`src/rtl/arb_pkg.sv`:
```
package arb_pkg;
  typedef enum logic {
    ARB_OPEN  = 1'b0,
    ARB_OWNED = 1'b1
  } arb_state_e;
endpackage

```
`src/rtl/req_sync.sv`:
```
module req_sync #(
  parameter int LINES  = 4,
  parameter int STAGES = 2
) (
  input  logic             clk,
  input  logic             rst,
  input  logic [LINES-1:0] async_in,
  output logic [LINES-1:0] sync_out
);
  genvar g;
  generate
    for (g = 0; g < LINES; g++) begin : g_line
      logic [STAGES-1:0] chain;
      always_ff @(posedge clk) begin
        if (rst) chain <= '0;
        else     chain <= {chain[STAGES-2:0], async_in[g]};
      end
      assign sync_out[g] = chain[STAGES-1];
    end
  endgenerate
endmodule

```
`src/rtl/tie_lfsr.sv`:
```
module tie_lfsr #(
  parameter int          W    = 16,
  parameter logic [W-1:0] SEED = 16'hACE1,
  parameter logic [W-1:0] TAPS = 16'hB400
) (
  input  logic         clk,
  input  logic         rst,
  output logic [W-1:0] state
);
  logic fb;
  assign fb = ^(state & TAPS);

  always_ff @(posedge clk) begin
    if (rst) state <= SEED;
    else     state <= {state[W-2:0], fb};
  end

  AST_LFSR_LIVE: assert property (@(posedge clk) disable iff (rst)
    state != '0);
endmodule

```
`src/rtl/arb_core.sv`:
```
module arb_core
  import arb_pkg::*;
#(
  parameter int LINES = 4,
  parameter int IW    = $clog2(LINES)
) (
  input  logic             clk,
  input  logic             rst,
  input  logic [LINES-1:0] sreq,
  input  logic [IW-1:0]    rnd_idx,
  output logic [LINES-1:0] gnt_n,
  output logic             hold_off
);
  arb_state_e       st;
  logic [IW-1:0]    owner;
  logic [IW-1:0]    pick;
  logic             pick_ok;
  logic             lone;
  logic             many;
  logic             rnd_hit;
  logic [IW-1:0]    lone_idx;

  always_comb begin
    lone_idx = '0;
    for (int i = 0; i < LINES; i++)
      if (sreq[i]) lone_idx = IW'(i);
  end

  assign lone    = ($countones(sreq) == 1);
  assign many    = ($countones(sreq) > 1);
  assign rnd_hit = (int'(rnd_idx) < LINES) && sreq[rnd_idx];

  always_comb begin
    pick_ok = 1'b0;
    pick    = '0;
    if (lone) begin
      pick_ok = 1'b1;
      pick    = lone_idx;
    end else if (many && rnd_hit) begin
      pick_ok = 1'b1;
      pick    = rnd_idx;
    end
  end

  always_ff @(posedge clk) begin
    if (rst) begin
      st    <= ARB_OPEN;
      owner <= '0;
      gnt_n <= '1;
    end else if (st == ARB_OWNED) begin
      if (!sreq[owner]) begin
        st    <= ARB_OPEN;
        gnt_n <= '1;
      end
    end else if (pick_ok) begin
      st    <= ARB_OWNED;
      owner <= pick;
      gnt_n <= ~(LINES'(1) << pick);
    end
  end

  assign hold_off = (st == ARB_OPEN) && (|sreq);

  AST_SINGLE_GRANT: assert property (@(posedge clk) disable iff (rst)
    $countones(~gnt_n) <= 1);
  AST_GRANT_BACKED: assert property (@(posedge clk) disable iff (rst)
    ((~gnt_n) & ~$past(sreq)) == '0);
  AST_HOLD_BLANKS: assert property (@(posedge clk) disable iff (rst)
    hold_off |-> (&gnt_n));
  AST_AMBIG_RETRY: assert property (@(posedge clk) disable iff (rst)
    (st == ARB_OPEN && many && !rnd_hit) |=> (&gnt_n));
  AST_RELEASE_GAP: assert property (@(posedge clk) disable iff (rst)
    (st == ARB_OWNED && !sreq[owner]) |=> (&gnt_n));
endmodule

```
`src/rtl/bus_arbiter4.sv`:
```
module bus_arbiter4 #(
  parameter int N_REQ       = 4,
  parameter int SYNC_STAGES = 2,
  parameter int LFSR_W      = 16
) (
  input  logic             clk,
  input  logic             rst,
  input  logic [N_REQ-1:0] req,
  output logic [N_REQ-1:0] gnt_n,
  output logic             hold_off
);
  localparam int IW = $clog2(N_REQ);

  logic [N_REQ-1:0]  sreq;
  logic [LFSR_W-1:0] rnd;

  req_sync #(.LINES(N_REQ), .STAGES(SYNC_STAGES)) u_sync (
    .clk(clk), .rst(rst), .async_in(req), .sync_out(sreq)
  );

  tie_lfsr #(.W(LFSR_W)) u_lfsr (
    .clk(clk), .rst(rst), .state(rnd)
  );

  arb_core #(.LINES(N_REQ), .IW(IW)) u_core (
    .clk(clk), .rst(rst), .sreq(sreq), .rnd_idx(rnd[IW-1:0]),
    .gnt_n(gnt_n), .hold_off(hold_off)
  );

  AST_RESET_IDLE: assert property (@(posedge clk)
    $past(rst) |-> (&gnt_n && !hold_off));
endmodule

```
`config.mk`:
```
export PLATFORM = sky130hd
export DESIGN_NAME = bus_arbiter4
export DESIGN_NICKNAME = d
export VERILOG_FILES = /design/src/rtl/arb_pkg.sv /design/src/rtl/req_sync.sv /design/src/rtl/tie_lfsr.sv /design/src/rtl/arb_core.sv /design/src/rtl/bus_arbiter4.sv
export SDC_FILE = /design/constraint.sdc
export NUM_CORES = 1
export LEC_CHECK = 0
export BUFFER_PORTS_ARGS = -buffer_cell sky130_fd_sc_hd__buf_4
export CAP_MARGIN = 20
export CORE_MARGIN = 2
export CORE_UTILIZATION = 30
export CTS_CLUSTER_SIZE = 40
export DETAILED_ROUTE_END_ITERATION = 8
export GPL_ROUTABILITY_DRIVEN = 0
export HOLD_SLACK_MARGIN = 0.03
export PLACE_DENSITY = 0.47
export SLEW_MARGIN = 20
export SYNTH_ARGS = -nofsm -noshare
export SYNTH_HDL_FRONTEND = slang
export SYNTH_HIERARCHICAL = 1
export SYNTH_SLANG_ARGS = --single-unit
```
`constraint.sdc`:
```
create_clock -name clk -period 4.75 [get_ports clk]
set_clock_uncertainty 0.1 [all_clocks]
set_input_delay 0.2375 -clock clk [delete_from_list [all_inputs] [get_ports clk]]
set_output_delay 0.2375 -clock clk [all_outputs]
set_load 0.05 [all_outputs]
```
==> results.tsv <==
stage	metric	value	unit
outcome	status	finished clean	
global_route	antenna violations before repair	0	
yosys	synthesized area per cell	10.7	µm²
final_layout	final core occ	37.2	%
worst_setup_path	worst endpoint required time	4.81	ns
final_layout	commonest non-fill, non-tap cell in the layout	dfxtp_1	
timing	RSZ-0062 raised after global routing	false	
worst_setup_path	Arr. time, crit path	2.81	ns
placement	pre-CTS WS	2.03	ns
global_route	first-pass GRT wire length	3.25	mm
yosys	post-synth cell types	31	
clock_network	CTS sink cnt	31	
floorplanning	# IOs	11	
final_layout	Finished Layout Cells	172	
timing	Fin Hold WS	0.0750	ns
run	Max Cap Viol	0	
yosys	number of synthesized register bits	31	
final_layout	cell area after layout	0.00139	mm²
placement	placed instance area	0.00129	mm²
floorplanning	starting density of the core	32.1	%
yosys	mapped cell area	0.00120	mm²
timing	Max transition margin	77.9	%
drt	routed vias/inst	4.44	
pwr	Tot Pwr	585	µW
placement	DPL Wire Length	1.26	mm
min_path	Worst Hold Class	in2reg	
yosys	syn_nets	123	
final_layout	register area	621	µm²
placement	placed cell count	164	
clock_network	CTS tree	built	
floorplanning	Die Span X	67.3	µm
worst_setup_path	CP Max Fanout	4	
clock_network	CTS root buffer	clkbuf_8	
drt	Post-Route WL	1.80	mm
drt	1st-pass router iterations	4	
timing	max-slew violation count	0	
pwr	Power Dens Cells	420	mW/mm²
drt	DR iter-0 viols	16	
timing	max frequency	364	MHz
drt	WL per Instance	10.5	µm
final_layout	ANT cells	0	
timing	post-route minimum period	2.74	ns
floorplanning	core box area	0.00374	mm²
clock_network	post_cts resized	0	
floorplanning	FP Rows	22	
floorplanning	full die area	0.00453	mm²
clock_network	cts bufs inserted	5	
global_route	GRT overflow	0	
global_route	vias in the first global route	743	
clock_network	Clk pin slew, worst setup/hold paths	0.06	ns
timing	final-report hold violation count	0	
global_route	largest net degree at the start of global routing	33	
final_layout	commonest non-fill, non-tap cells in the layout	dfxtp_1 (31), nor2b_1 (16), buf_4 (10)	
timing	Tightest Pin Transition	0.331	ns
worst_setup_path	CP Capture Type	flop	
final_layout	fin nets	134	
timing	setup TNS	0	ns
final_layout	multi-input logic area	512	µm²
pwr	static leakage	0.565	nW
timing	setup violators final	0	
clock_network	clk_lat worst skew	0.27	ns
worst_setup_path	kind of critical path	reg2reg	
yosys	Gate Count Post-Synth	112	
drt	# DRC	0	
timing	period utilisation layout	57.8	%
floorplanning	Die Y	67.3	µm
drt	via count	763	
yosys	register area share after synthesis	51.7	%
pwr	worst IR drop on VDD	0.300	mV
clock_network	Post-CTS Setup Bufs	0	
yosys	Ys Warns	6	
final_layout	Layout fillers	395	
worst_setup_path	nature of the critical path startpoint	flop	
drt	remaining antenna violation count after routing	0	
final_layout	Syn-to-layout area delta	16.0	%
placement	IO buf count	10	
clock_network	buffers from clock root to sink, at most	2	
clock_network	CTS H-tree depth	2	
timing	Final WS setup	2.01	ns
final_layout	layout cell share with drive strength beyond 1	18.5	%
clock_network	Post-CTS Hold Fix Bufs	0	
global_route	Overall Global Routing Usage	9.87	%
## routing by layer
metal  vias to the layer above  routed length, µm  track usage (%)
met3                         6                 53             3.50
met4                         0                 46             6.12
met1                       362                810             10.8
li1                        388                  -                -
met2                         7                888             16.2
met5                         -                  0                0
## sequential cells by signal, summed over array words and instances, names as in the netlist
name                 flops
u_core/owner             2
u_lfsr/state            16
u_core/gnt_n             4
u_sync/g_line.chain      8
u_core/st                1
## cell families after synthesis
kind of cell | after synthesis | share of synthesized area (%)
and+or+nand+nor | 40 | 20.2
DFF | 31 | 51.7
muxes | 4 | 4.37
AOI/OAI and AO/OA | 16 | 10.0
adders and majority gates | 5 | 5.83
buffers and inverters | 13 | 5.73
xor gates and xnor gates | 3 | 2.19
## cell usage after synthesis, drive strengths merged
| cell | count | area share (%) |
|---|---|---|
| o32ai | 1 | 0.73 |
| dfxtp | 31 | 52 |
| nor3 | 2 | 1.2 |
| or3b | 1 | 0.73 |
| a41oi | 1 | 0.73 |
| or2 | 9 | 4.9 |
| o21ba | 1 | 0.83 |
| mux2i | 3 | 2.5 |
| nor3b | 2 | 1.2 |
| a21oi | 2 | 0.83 |
| clkbuf | 1 | 0.42 |
| fa | 1 | 1.7 |
| a2bb2oi | 2 | 1.5 |
| nor2b | 16 | 8.3 |
| nor2 | 4 | 1.2 |
| o41a | 1 | 0.94 |
| o31ai | 1 | 0.63 |
| buf | 5 | 3.1 |
| o21ai | 4 | 1.7 |
| ha | 4 | 4.2 |
| xnor2 | 1 | 0.73 |
| nand2 | 3 | 0.94 |
| xor2 | 2 | 1.5 |
| nand2b | 3 | 1.6 |
| o31a | 1 | 0.83 |
| o22a | 1 | 0.73 |
| mux4 | 1 | 1.9 |
| inv | 7 | 2.2 |
| a22oi | 1 | 0.63 |
## cell type report
cell class              count  area share (%)
repair buffers             10            5.39
flip-flops and latches     31            44.5
inverters                   7            1.89
multi-input cells          68            36.7
well taps                  48            4.31
clock buffers               8            7.18
## power by group
group / switching [mW] / internal [mW] / total [mW] / leakage (nW)
Clock: 0.0855 / 0.132 / 0.217 / 0.0515
Sequential: 0.0122 / 0.278 / 0.291 / 0.257
Combinational: 0.0415 / 0.0357 / 0.0772 / 0.257
## path summary, 6_finish.rpt
kind	slack, ns	end	cells after the start	startpoint
min reg2reg	0.30	u_lfsr/state[10]$_SDFF_PP1_	1	u_lfsr/state[9]$_SDFF_PP0_
max	2.01	u_core/owner[1]$_SDFFE_PP0P_	11	u_sync/g_line[1].chain[1]$_SDFF_PP0_
max reg2reg	2.01	u_core/owner[1]$_SDFFE_PP0P_	11	u_sync/g_line[1].chain[1]$_SDFF_PP0_
min	0.07	u_sync/g_line[0].chain[0]$_SDFF_PP0_	2	req[0]
## critical path, stage by stage, from the launching register on
cell	delay, ns
dfxtp_1	0.38
inv_1	0.10
fa_1	0.50
inv_1	0.04
ha_1	0.18
inv_1	0.06
ha_1	0.22
or3b_2	0.47
o31ai_1	0.11
o21ba_2	0.20
nor3b_1	0.05
or2_1	0.21
No activity file was read; power rests on OpenSTA's default activity.
